<file path="config.mk">
export PLATFORM = sky130hd
export DESIGN_NAME = insn_fmt_decoder
export DESIGN_NICKNAME = d
export VERILOG_FILES = /design/src/rtl/insn_dec_pkg.sv /design/src/rtl/insn_field_split.sv /design/src/rtl/insn_fmt_classify.sv /design/src/rtl/insn_ctrl_decode.sv /design/src/rtl/insn_fmt_decoder.sv
export SDC_FILE = /design/constraint.sdc
export NUM_CORES = 1
export LEC_CHECK = 0
export BUFFER_PORTS_ARGS = -buffer_cell sky130_fd_sc_hd__buf_2
export CAP_MARGIN = 30
export CORE_UTILIZATION = 32
export DETAILED_ROUTE_END_ITERATION = 6
export PLACE_DENSITY = 0.87
export SLEW_MARGIN = 20
export SYNTH_ARGS = -nofsm -noshare
export SYNTH_HDL_FRONTEND = slang
export SYNTH_SLANG_ARGS = --single-unit
</file>
<file path="constraint.sdc">
create_clock -name vclk -period 1.5
set_clock_uncertainty 0.15 [all_clocks]
set_input_delay 0.075 -clock vclk [all_inputs]
set_output_delay 0.075 -clock vclk [all_outputs]
set_load 0.02 [all_outputs]
</file>
<file path="src/rtl/insn_dec_pkg.sv">
package insn_dec_pkg;

  localparam int WORD_W  = 32;
  localparam int OP_W    = 6;
  localparam int REG_W   = 5;
  localparam int SHAMT_W = 5;
  localparam int FUNCT_W = 6;
  localparam int IMM_W   = 16;
  localparam int JF_W    = WORD_W - OP_W;

  localparam int OP_LSB  = WORD_W - OP_W;
  localparam int RS_LSB  = OP_LSB - REG_W;
  localparam int RT_LSB  = RS_LSB - REG_W;
  localparam int RD_LSB  = RT_LSB - REG_W;
  localparam int SH_LSB  = RD_LSB - SHAMT_W;

  typedef enum logic [1:0] {
    FMT_REG = 2'd0,
    FMT_IMM = 2'd1,
    FMT_JMP = 2'd2
  } fmt_e;

  localparam logic [OP_W-1:0] OPC_SPECIAL = 6'd0;
  localparam logic [OP_W-1:0] OPC_JUMP    = 6'd2;
  localparam logic [OP_W-1:0] OPC_JLINK   = 6'd3;
  localparam logic [OP_W-1:0] OPC_BEQ     = 6'd4;
  localparam logic [OP_W-1:0] OPC_ADDI    = 6'd8;
  localparam logic [OP_W-1:0] OPC_LOAD    = 6'd35;
  localparam logic [OP_W-1:0] OPC_STORE   = 6'd43;

  localparam logic [FUNCT_W-1:0] FN_ADD = 6'd32;
  localparam logic [FUNCT_W-1:0] FN_SUB = 6'd34;

  function automatic logic [WORD_W-1:0] sext_imm(input logic [IMM_W-1:0] v);
    return {{(WORD_W-IMM_W){v[IMM_W-1]}}, v};
  endfunction

  function automatic fmt_e fmt_of(input logic [OP_W-1:0] op);
    if (op == OPC_SPECIAL)                    return FMT_REG;
    else if (op == OPC_JUMP || op == OPC_JLINK) return FMT_JMP;
    else                                      return FMT_IMM;
  endfunction

endpackage

</file>
<file path="src/rtl/insn_field_split.sv">
module insn_field_split
  import insn_dec_pkg::*;
(
  input  logic [WORD_W-1:0]  word_i,
  output logic [OP_W-1:0]    op_o,
  output logic [REG_W-1:0]   rs_o,
  output logic [REG_W-1:0]   rt_o,
  output logic [REG_W-1:0]   rd_o,
  output logic [SHAMT_W-1:0] sh_o,
  output logic [FUNCT_W-1:0] fn_o,
  output logic [WORD_W-1:0]  imm_o,
  output logic [JF_W-1:0]    jf_o
);

  assign op_o  = word_i[OP_LSB +: OP_W];
  assign rs_o  = word_i[RS_LSB +: REG_W];
  assign rt_o  = word_i[RT_LSB +: REG_W];
  assign rd_o  = word_i[RD_LSB +: REG_W];
  assign sh_o  = word_i[SH_LSB +: SHAMT_W];
  assign fn_o  = word_i[0 +: FUNCT_W];
  assign jf_o  = word_i[0 +: JF_W];
  assign imm_o = sext_imm(word_i[0 +: IMM_W]);

endmodule

</file>
<file path="src/rtl/insn_fmt_classify.sv">
module insn_fmt_classify
  import insn_dec_pkg::*;
(
  input  logic [OP_W-1:0] op_i,
  output fmt_e            fmt_o
);

  assign fmt_o = fmt_of(op_i);

endmodule

</file>
<file path="src/rtl/insn_ctrl_decode.sv">
module insn_ctrl_decode
  import insn_dec_pkg::*;
(
  input  logic [OP_W-1:0]    op_i,
  input  logic [FUNCT_W-1:0] fn_i,
  input  logic [REG_W-1:0]   rt_i,
  input  logic [REG_W-1:0]   rd_i,
  output logic [REG_W-1:0]   dest_o,
  output logic               reg_we_o,
  output logic               mem_rd_o,
  output logic               mem_wr_o,
  output logic               branch_o,
  output logic               jump_o,
  output logic               illegal_o
);

  typedef enum logic [1:0] {
    DST_NONE = 2'd0,
    DST_RD   = 2'd1,
    DST_RT   = 2'd2
  } dst_sel_e;

  dst_sel_e dst_sel;
  logic     known;

  always_comb begin
    dst_sel  = DST_NONE;
    known    = 1'b0;
    mem_rd_o = 1'b0;
    mem_wr_o = 1'b0;
    branch_o = 1'b0;
    jump_o   = 1'b0;
    case (op_i)
      OPC_SPECIAL: begin
        if (fn_i == FN_ADD || fn_i == FN_SUB) begin
          known   = 1'b1;
          dst_sel = DST_RD;
        end
      end
      OPC_ADDI: begin
        known   = 1'b1;
        dst_sel = DST_RT;
      end
      OPC_LOAD: begin
        known    = 1'b1;
        dst_sel  = DST_RT;
        mem_rd_o = 1'b1;
      end
      OPC_STORE: begin
        known    = 1'b1;
        mem_wr_o = 1'b1;
      end
      OPC_BEQ: begin
        known    = 1'b1;
        branch_o = 1'b1;
      end
      OPC_JUMP: begin
        known  = 1'b1;
        jump_o = 1'b1;
      end
      default: begin
        known = 1'b0;
      end
    endcase
  end

  always_comb begin
    case (dst_sel)
      DST_RD:  dest_o = rd_i;
      DST_RT:  dest_o = rt_i;
      default: dest_o = '0;
    endcase
  end

  assign reg_we_o  = known && (dst_sel != DST_NONE);
  assign illegal_o = !known;

endmodule

</file>
<file path="src/rtl/insn_fmt_decoder.sv">
module insn_fmt_decoder
  import insn_dec_pkg::*;
(
  input  logic [31:0] instr_i,
  output logic [1:0]  fmt_o,
  output logic [5:0]  opcode_o,
  output logic [4:0]  rs_o,
  output logic [4:0]  rt_o,
  output logic [4:0]  rd_o,
  output logic [4:0]  shamt_o,
  output logic [5:0]  funct_o,
  output logic [31:0] imm_o,
  output logic [25:0] jfield_o,
  output logic [4:0]  dest_o,
  output logic        reg_we_o,
  output logic        mem_rd_o,
  output logic        mem_wr_o,
  output logic        branch_o,
  output logic        jump_o,
  output logic        illegal_o
);

  logic [OP_W-1:0]    op_w;
  logic [FUNCT_W-1:0] fn_w;
  logic [REG_W-1:0]   rt_w;
  logic [REG_W-1:0]   rd_w;
  fmt_e               fmt_w;

  insn_field_split u_split (
    .word_i (instr_i),
    .op_o   (op_w),
    .rs_o   (rs_o),
    .rt_o   (rt_w),
    .rd_o   (rd_w),
    .sh_o   (shamt_o),
    .fn_o   (fn_w),
    .imm_o  (imm_o),
    .jf_o   (jfield_o)
  );

  insn_fmt_classify u_fmt (
    .op_i  (op_w),
    .fmt_o (fmt_w)
  );

  insn_ctrl_decode u_ctrl (
    .op_i      (op_w),
    .fn_i      (fn_w),
    .rt_i      (rt_w),
    .rd_i      (rd_w),
    .dest_o    (dest_o),
    .reg_we_o  (reg_we_o),
    .mem_rd_o  (mem_rd_o),
    .mem_wr_o  (mem_wr_o),
    .branch_o  (branch_o),
    .jump_o    (jump_o),
    .illegal_o (illegal_o)
  );

  assign fmt_o    = fmt_w;
  assign opcode_o = op_w;
  assign funct_o  = fn_w;
  assign rt_o     = rt_w;
  assign rd_o     = rd_w;

endmodule

</file>
======== After elaboration in Yosys (flattened, before gate mapping) ========
Cells that the tools add are included.
word-level totals
  register bits ........................... 0
  output and inout port bits .............. 103
  word-level logic and storage cells ...... 29
cells by class
  eq/ne operators ......................... 10
  muxes and demuxes ....................... 11
  reductions and logical operators ........ 8
operators by type and width
  operator            number
  $eq 6x6->1 const B  4
  $eq 6x2->1 const B  2
  $pmux 5 s2          1
  $eq 6x3->1 const B  1
  $eq 6x4->1 const B  1
  $logic_not 6->1     1
  $mux 1              6
  $reduce_or 5->1     1
  $mux 2              2
  $pmux 2 s2          1
  $eq 2x1->1 const B  1
  $eq 2x2->1 const B  1
  $logic_or 1x1->1    2
  $pmux 1 s2          1
  $reduce_bool 2->1   1
  $reduce_or 2->1     1
  $logic_and 1x1->1   1
  $logic_not 1->1     1

======== Longest topological paths before layout ========
Gate-level depths: netlist of run 1.
  depth in word-level cells ............... 6
  mapped depth ............................ 6
  mapped depth without buffers ............ 6

======== Hierarchy ========
From an unflattened synthesis of run 1, not the netlist that was laid out.
second synthesis, totals
  cell total of the unflattened synthesis .. 129
  area total of the unflattened synthesis .. 949.7 um^2
by module, submodules not included
  module             times used  cells each  area an instance (um^2)  seq. area each (um^2)
  insn_field_split   1           90          675.6                    0.0
  insn_ctrl_decode   1           35          246.5                    0.0
  insn_fmt_classify  1           4           27.5                     0.0

======== Least setup slack after synthesis of run 1 ========
No wires, ideal clock.
  kind .................................... input to output
  from .................................... in instr_i[28]
  to ...................................... out dest_o[0]
  arrival ................................. 1203 ps
  data required time ...................... 1275 ps
  setup slack ............................. 72 ps
  stages .................................. 4
  cells stage by stage .................... nor4_2 > and3_1 > ha_1 > nor2_1
between the ends
  word-level cells in the longest chain between the ends .. 5
  elaborated cells between the ends (all ways) .. 8
  classes of those cells .................. eq/ne (4); mux (2); reduce/logical (2)
ends and longest elaborated chain
  item                                             line                    text
  start, declared                                  insn_fmt_decoder.sv:4   input logic [31:0] instr_i,
  $eq 6x4->1 / $eq 6x6->1 (equally long branches)  insn_ctrl_decode.sv:33  case (op_i)
  $reduce_or 2->1 (no source line)                 -
  $pmux 2 s2 *                                     insn_ctrl_decode.sv:33
  $eq 2x2->1 / $eq 2x1->1 (equally long branches)  insn_ctrl_decode.sv:68  case (dst_sel)
  $pmux 5 s2 *                                     insn_ctrl_decode.sv:68
  end, declared                                    insn_fmt_decoder.sv:14  output logic [4:0] dest_o,
Mark *: on every way between the ends. The rest lies on a longest branch, timed or not.

======== Worst setup path in the final report of run 1 ========
  from .................................... in instr_i[27]
  to ...................................... out dest_o[0]
The elaborated chain is that of the path after synthesis.

==> summary.txt, run 1 <==
Critical path
  – Critical-path top delay cell: nor4b_4
  – Element type at the critical path end: output port
  – Crit path DAT: 1.32 ns
  – CP cell instances: buf_2 > nor4b_4 > o21a_1 > ha_4 > a22oi_2 > nor2_1 > buf_4
  – Req. time, crit path: 1.27 ns
  – Max incr delay on CP: 0.34 ns
  – Worst setup SP type: input pin
  – CP max FO: 5
  – Crit path kind: input pin to output port

Layout
  – ANT cells: 0
  – Cell area after layout: 1090 um2
  – Clock buffer count: 0
  – Sequential cell count: 0
  – Most common cell after layout, fill and taps aside: buf_2
  – Layout cell share with drive strength beyond 1: 85.1%
  – Register Area: 0 um2
  – Nets: 191
  – Layout fillers: 301
  – Commonest cells after routing, fill and taps aside: 84 x buf_2, 23 x buf_4, 8 x nor2_1
  – Fin cells: 185
  – Syn-to-layout area delta: 13.5%

Timing
  – Fin crit share: 103%
  – FMAX: 0.648 GHz
  – Relative slew slack: 68.0%
  – Final-report setup violation count: 4
  – Fin. Hold Viols: 0
  – Post-layout min period: 1.54 ns
  – Worst Tran Pin Value: 0.474 ns
  – Max Slew Vio Count: 0
  – Setup WS post-layout: -0.0428 ns
  – WHS: 0.0000117 ns
  – RSZ-0062 raised after global routing: true

Floorplanning
  – Die X-Extent: 56.9 um
  – Core Area: 2810 um2
  – Rows: 19
  – Die ar.: 3230 um2
  – Initial core utilization: 34.3%
  – Top Ports: 135
  – Die extent in y: 56.9 um

Placement
  – Placed cell count: 184
  – Placement Setup Slack: -0.369 ns
  – DP HPWL: 1780 um
  – Placed inst area: 920 um2
  – Placer Congestion: 0.681
  – IO buf count: 96

Clock network
  – CTS Hold Bufs: 0

Global routing
  – Largest net degree at the start of global routing: 21
  – Antenna violations before repair: 0
  – Global-route wire length before repair: 3130 um
  – Total grt overflow: 0
  – Global Route Usage Sum: 12.0%
  – Vias in the first global route: 645

Routing
  – DRC violations left: 18
  – Avg Vias per Cell: 4.34
  – Initial DRC count: 31
  – Post-route ant nets: 0
  – DR WL/cell: 11.7 um
  – First-pass DRT Iterations: 6
  – Routed WL: 2170 um
  – Via count: 802

Synthesis
  – Area contributors post-synth: buf_4 70%, a22oi_1 4.7%, ha_1 3.9%, nor2_1 3.5%, nor4b_2 1.6%
  – Yosys top cell area share: 70.1%
  – Post-Synthesis Cells: 132
  – Seq/Total Area, Yosys: 0%
  – Synth warn: 0
  – Synth area leader: buf_4
  – Syn_nets: 167
  – Mean Syn Cell Area: 7.30 um2
  – Netlist Area Pre-Place: 963 um2
  – Count of cell types in the netlist: 21

Outcome
  – Failing checks: DRC, setup timing
  – Outcome: complete, but fails checks

Power
  – Leak Pwr: 0.606 nW
  – PD cells: 317 nW/um2
  – Tot Pwr: 0.347 mW
  – Maximum VDD drop: 0.0979 mV

Min path
  – Worst hold-check path type: input pin to output port
  – Min-delay src: instr_i[7]
  – Hold-critical path depth: 0
  – Worst Hold Endpoint: imm_o[7]

Job
  – Maxcap violations: 0
==> Yosys cell counts, drive strengths merged <==
library cell and instances:
nor4b 1, inv 3, o21ai 2, and3 4
and2 2, nor3 1, nand2b 1, nor4 3
and3b 1, nor2 9, buf 90, o41ai 1
a32o 1, ha 3, nand3 2, a311o 1
o21a 1, a22oi 6
==> area by class of cell <==
class              instances  area [um2]  area share (%)
multi-input cells         39         390            35.7
well taps                 31        38.8            3.55
repair buffers           112         653            59.7
inverters                  3        11.3            1.03
==> report_power, final <==
part           switching [mW]  total (mW)  internal [mW]
sequential                  0           0              0
clock                       0           0              0
combinational           0.215       0.347          0.132
==> critical path, delay by kind of cell <==
family	cells	cell delay (ns)
AND/OR/NAND/NOR	2	0.47
buffers and inverters	2	0.29
AO/OA/AOI/OAI	2	0.28
adder cells (fa/ha/maj)	1	0.20
==> what timing repair did <==
| item | in CTS | in global routing |
|---|---|---|
| buffers inserted | 0 | 1 |
| pin swaps | 7 | 11 |
| setup endpoints to repair | 6 | 7 |
| endpoints found under the hold margin | 0 | 0 |
| gates resized for setup | 21 | 19 |
==> metrics by stage <==
step | setup TNS, ns | util, %
2_1_floorplan | 0 | -
3_3_place_gp | -1.92 | 32.8
3_5_place_dp | -1.97 | 32.8
4_1_cts | -0.489 | 36.6
5_1_grt | -0.617 | 39.0
6_report | -0.0699 | 39.0
==> layer usage <==
layer  track usage, %  wire, um  up-vias
li1                 -         -      391
met1             12.5       713      347
met2             24.7      1170       51
met3             1.15       217       13
met4             3.48        72        0
met5                0         0        -
==> kinds of logic (layout without fill, tap and decap cells) <==
kind of cell / after synthesis / after routing / synth area share, %
and+or+nand+nor: 24 / 24 / 15.3
buffers and inverters: 93 / 115 / 71.3
adders and majority gates: 3 / 3 / 3.90
AOI/OAI and AO/OA: 12 / 12 / 9.48
==> worst max path at each step <==
stage / start / to / slack [ns] / depth (start not counted)
final: instr_i[27] / dest_o[0] / -0.04 / 7
after global routing: instr_i[28] / dest_o[3] / -0.12 / 7
after CTS: instr_i[4] / dest_o[0] / -0.10 / 8
after detailed placement: instr_i[4] / dest_o[0] / -0.37 / 8
after global placement: instr_i[4] / dest_o[0] / -0.39 / 8
after floorplan: instr_i[28] / dest_o[0] / 0.07 / 4
(Power assumes the default switching activity.)
==> inputs of run 2 (changes only) <==
- BUFFER_PORTS_ARGS: -buffer_cell sky130_fd_sc_hd__buf_2 -> -buffer_cell sky130_fd_sc_hd__buf_4
==> summary.txt, run 2 (same netlist as run 1, synthesis figures left out) <==
Layout
  – Layout cell share with drive strength beyond 1: 87.1%
  – Nets: 192
  – ANT cells: 0
  – Clock buffer count: 0
  – Commonest cells after routing, fill and taps aside: 107 x buf_4, 7 x nor2_1, 6 x a22oi_2
  – Fin cells: 186
  – Sequential cell count: 0
  – Most common cell after layout, fill and taps aside: buf_4
  – Syn-to-layout area delta: 38.4%
  – Cell area after layout: 1330 um2
  – Register Area: 0 um2

Routing
  – Initial DRC count: 39
  – Routed WL: 2340 um
  – DR WL/cell: 12.6 um
  – Post-route ant nets: 0
  – First-pass DRT Iterations: 6
  – Avg Vias per Cell: 4.38
  – DRC violations left: 18
  – Via count: 815

Global routing
  – Global Route Usage Sum: 12.9%
  – Vias in the first global route: 689
  – Antenna violations before repair: 0
  – Total grt overflow: 0
  – Global-route wire length before repair: 3370 um
  – Largest net degree at the start of global routing: 21

Floorplanning
  – Die extent in y: 56.9 um
  – Core Area: 2810 um2
  – Top Ports: 135
  – Initial core utilization: 34.3%
  – Die X-Extent: 56.9 um
  – Die ar.: 3230 um2
  – Rows: 19

Timing
  – RSZ-0062 raised after global routing: true
  – Max Slew Vio Count: 0
  – Relative slew slack: 75.7%
  – Setup WS post-layout: -0.0261 ns
  – FMAX: 0.655 GHz
  – Final-report setup violation count: 1
  – Worst Tran Pin Value: 0.360 ns
  – Fin. Hold Viols: 0
  – Post-layout min period: 1.53 ns
  – Fin crit share: 102%

Placement
  – DP HPWL: 1860 um
  – Placer Congestion: 0.780
  – IO buf count: 96
  – Placement Setup Slack: -0.260 ns
  – Placed cell count: 183
  – Placed inst area: 1150 um2

Critical path
  – Max incr delay on CP: 0.34 ns
  – Crit path kind: input pin to output port
  – CP top delay family: simple AND/OR/NAND/NOR gates
  – Worst setup SP type: input pin
  – Crit path DAT: 1.30 ns
  – Element type at the critical path end: output port
  – CP cell instances: buf_8 > nor4_4 > nand3_2 > ha_2 > nor3_2 > a32o_1 > buf_6
  – CP bufs+invs: 2
  – Req. time, crit path: 1.27 ns
  – CP max FO: 4
  – Critical-path top delay cell: nor4_4

Clock network
  – CTS Hold Bufs: 0

Min path
  – Min-delay src: instr_i[7]
  – Hold-critical path depth: 0
  – Worst hold-check path type: input pin to output port
  – Worst Hold Endpoint: imm_o[7]

Power
  – Leak Pwr: 0.686 nW
  – Maximum VDD drop: 0.0980 mV
  – PD cells: 317 nW/um2

Outcome
  – Failing checks: DRC, setup timing
  – Outcome: complete, but fails checks

Job
  – Maxcap violations: 0
-- run 2: cell count changes in the layout (fill, tap and decap cells not counted) --
cell | before | now
nor2_1 | 8 | 7
buf_8 | 1 | 2
a22oi_1 | 1 | 0
o41ai_2 | 0 | 1
buf_4 | 23 | 107
a22oi_2 | 5 | 6
buf_2 | 84 | 0
nor2_2 | 1 | 2
o41ai_1 | 1 | 0
-- run 2: worst max path at each step --
stage / slack, ns / cells after the start / startpoint / to
3_3_place_gp: -0.21 / 8 / instr_i[4] / dest_o[3]
2_1_floorplan: 0.07 / 4 / instr_i[28] / dest_o[0]
5_1_grt: -0.1 / 7 / instr_i[30] / reg_we_o
4_1_cts: -0.10 / 8 / instr_i[4] / dest_o[3]
6_report: -0.03 / 7 / instr_i[30] / reg_we_o
3_5_place_dp: -0.26 / 8 / instr_i[4] / dest_o[3]
-- run 2: repair_timing --
item / CTS / global route
setup endpoints to repair: 6 / 7
buffers inserted: 1 / 2
gates resized for setup: 20 / 12
pin swaps: 9 / 14
-- run 2: cell type report --
class / count / area, um2
Tap cell: 31 / 38.8
Inverter: 3 / 11.3
Fill cell: 279 / 1470
Timing Repair Buffer: 113 / 878
Multi-Input combinational cell: 39 / 405
-- run 2: through the flow --
| step | hold slack, ns | setup TNS (ns) | utilization [%] | power [mW] |
|---|---|---|---|---|
| after floorplan | 0.0824 | 0 | - | 0.378 |
| after global placement | 0.000235 | -1.16 | 41.1 | 0.383 |
| after detailed placement | 0.000235 | -1.42 | 41.1 | 0.388 |
| after CTS | 0.000235 | -0.509 | 45.1 | 0.407 |
| after global routing | 0.0000451 | -0.471 | 47.5 | 0.445 |
| final | 0.0000139 | -0.0261 | 47.5 | 0.423 |
-- run 2: report_power, final --
group	leakage (nW)	switching (mW)	internal, mW
logic	0.686	0.224	0.198
clock network	0	0	0
registers	0	0	0
-- run 2: layer usage --
layer | up-vias | global-route usage, % | routed length, um
met3 | 13 | 1.84 | 275
met2 | 51 | 25.7 | 1260
met1 | 358 | 13.7 | 747
li1 | 393 | - | -
met4 | 0 | 3.48 | 64
met5 | - | 0 | 0
==> inputs of run 3 (changes only) <==
- BUFFER_PORTS_ARGS: -buffer_cell sky130_fd_sc_hd__buf_4 -> default
- CORE_AREA: default -> 2 2 53 55
- CORE_UTILIZATION: 32 -> default
- DIE_AREA: default -> 0 0 55 57
- DONT_BUFFER_PORTS: default -> 1
- PLACE_DENSITY: 0.87 -> 0.55
- TNS_END_PERCENT: default -> 30
==> summary.txt, run 3 (same netlist as run 1, synthesis figures left out) <==
Global routing
  – Global Route Usage Sum: 7.44%
  – Antenna violations before repair: 0
  – Total grt overflow: 0
  – Vias in the first global route: 417
  – Global-route wire length before repair: 1900 um
  – Largest net degree at the start of global routing: 21

Routing
  – Initial DRC count: 4
  – Via count: 441
  – Routed WL: 1270 um
  – First-pass DRT Iterations: 4
  – DR WL/cell: 15.2 um
  – DRC violations left: 0
  – Avg Vias per Cell: 5.25
  – Post-route ant nets: 0

Job
  – Maxcap violations: 0

Layout
  – Nets: 90
  – Syn-to-layout area delta: -55.7%
  – Sequential cell count: 0
  – Register Area: 0 um2
  – Cell area after layout: 427 um2
  – Layout fillers: 317
  – Most common cell after layout, fill and taps aside: buf_4
  – Commonest cells after routing, fill and taps aside: 11 x buf_4, 9 x nor2_1, 6 x a22oi_1
  – Layout cell share with drive strength beyond 1: 37.7%
  – Post-Route Utilization: 16.3%
  – Clock buffer count: 0
  – ANT cells: 0

Floorplanning
  – Initial core utilization: 36.8%
  – Die X-Extent: 55 um
  – Die ar.: 3140 um2
  – Core Area: 2620 um2
  – Die extent in y: 57 um
  – Top Ports: 135
  – Rows: 19

Critical path
  – Element type at the critical path end: output port
  – Max incr delay on CP: 0.25 ns
  – Req. time, crit path: 1.27 ns
  – CP top delay family: simple AND/OR/NAND/NOR gates
  – Most used cell, CP: buf_4
  – Worst setup SP type: input pin
  – Crit path kind: input pin to output port
  – Crit. Startpoint: instr_i[4]
  – CP bufs+invs: 2
  – Critical-path top delay cell: ha_2
  – Crit path DAT: 1.24 ns
  – CP max FO: 5
  – CP cell instances: nand2b_1 > nor4_2 > buf_4 > nand3_1 > ha_2 > a22oi_1 > nor2_1 > buf_4

Placement
  – DP HPWL: 1020 um
  – IO buf count: 0
  – Placed inst area: 409 um2
  – Placer Congestion: 0.662

Timing
  – Fin crit share: 97.4%
  – Relative slew slack: 56.1%
  – Final-report setup violation count: 0
  – Post-layout min period: 1.46 ns
  – Fin. Hold Viols: 0
  – RSZ-0062 raised after global routing: true
  – Setup TNS Final: 0 ns
  – Worst Tran Pin Value: 0.652 ns
  – Max Slew Vio Count: 0
  – FMAX: 0.684 GHz

Outcome
  – Outcome: finished, final reports clean

Power
  – Maximum VDD drop: 0.0486 mV
  – Leak Pwr: 0.169 nW
  – PD cells: 95.8 nW/um2

Min path
  – Worst hold-check path type: input pin to output port
  – Min-delay src: instr_i[9]
## run 3: cell types whose count changed in the layout (fill, tap and decap cells not counted), moves of 2 or more
cell / change
a22oi_1: +6
nor4_2: +2
a22oi_2: -6
buf_8: -2
buf_4: -96
buf_6: -4
nor2_2: -2
nor4_4: -2
ha_4: -2
nor2_1: +2
## run 3: path summary, 6_finish.rpt
kind | end | cells past startpoint
hold / removal | shamt_o[3] | 0
setup / recovery | dest_o[2] | 8
## run 3: layout make-up
class                           count  area [um2]  share of cell area, %
Tap cell                           31        38.8                   9.09
Multi-Input combinational cell     39         294                   68.9
Timing Repair Buffer               11        82.6                   19.4
Inverter                            3        11.3                   2.64
## run 3: what timing repair did
action / in CTS / in global routing
cloned: 0 / 0
endpoints found under the setup margin: 6 / 6
buffers inserted: 0 / 0
pin swaps: 0 / 1
endpoints found under the hold margin: 0 / 0
resized for setup: 3 / 2
hold buffers: 0 / 0
## run 3: routing by layer
| layer | vias to the layer above | wire length [um] | GRT usage, % |
|---|---|---|---|
| met2 | 55 | 615 | 12.4 |
| met4 | 0 | 5 | 0.697 |
| met3 | 2 | 206 | 3.66 |
| li1 | 186 | - | - |
| met1 | 198 | 446 | 8.81 |
| met5 | - | 0 | 0 |
## run 3: metrics by stage
| stage | power [mW] | worst slack [ns] | instances | hold slack (ns) |
|---|---|---|---|---|
| finish | 0.0409 | 0.0386 | 84 | 0.0000139 |
| global route | 0.0450 | -0.0725 | 84 | 0.0000317 |
| CTS | 0.0404 | -0.0259 | 84 | 0.000201 |
| detailed placement | 0.0397 | -0.0966 | 84 | 0.000201 |
| global placement | 0.0391 | -0.0567 | 84 | 0.000201 |
| floorplan | 0.378 | 0.0721 | 132 | 0.0824 |
## run 3: power breakdown
part	switching (mW)	internal, mW
clock	0	0
sequential	0	0
combinational	0.0205	0.0204
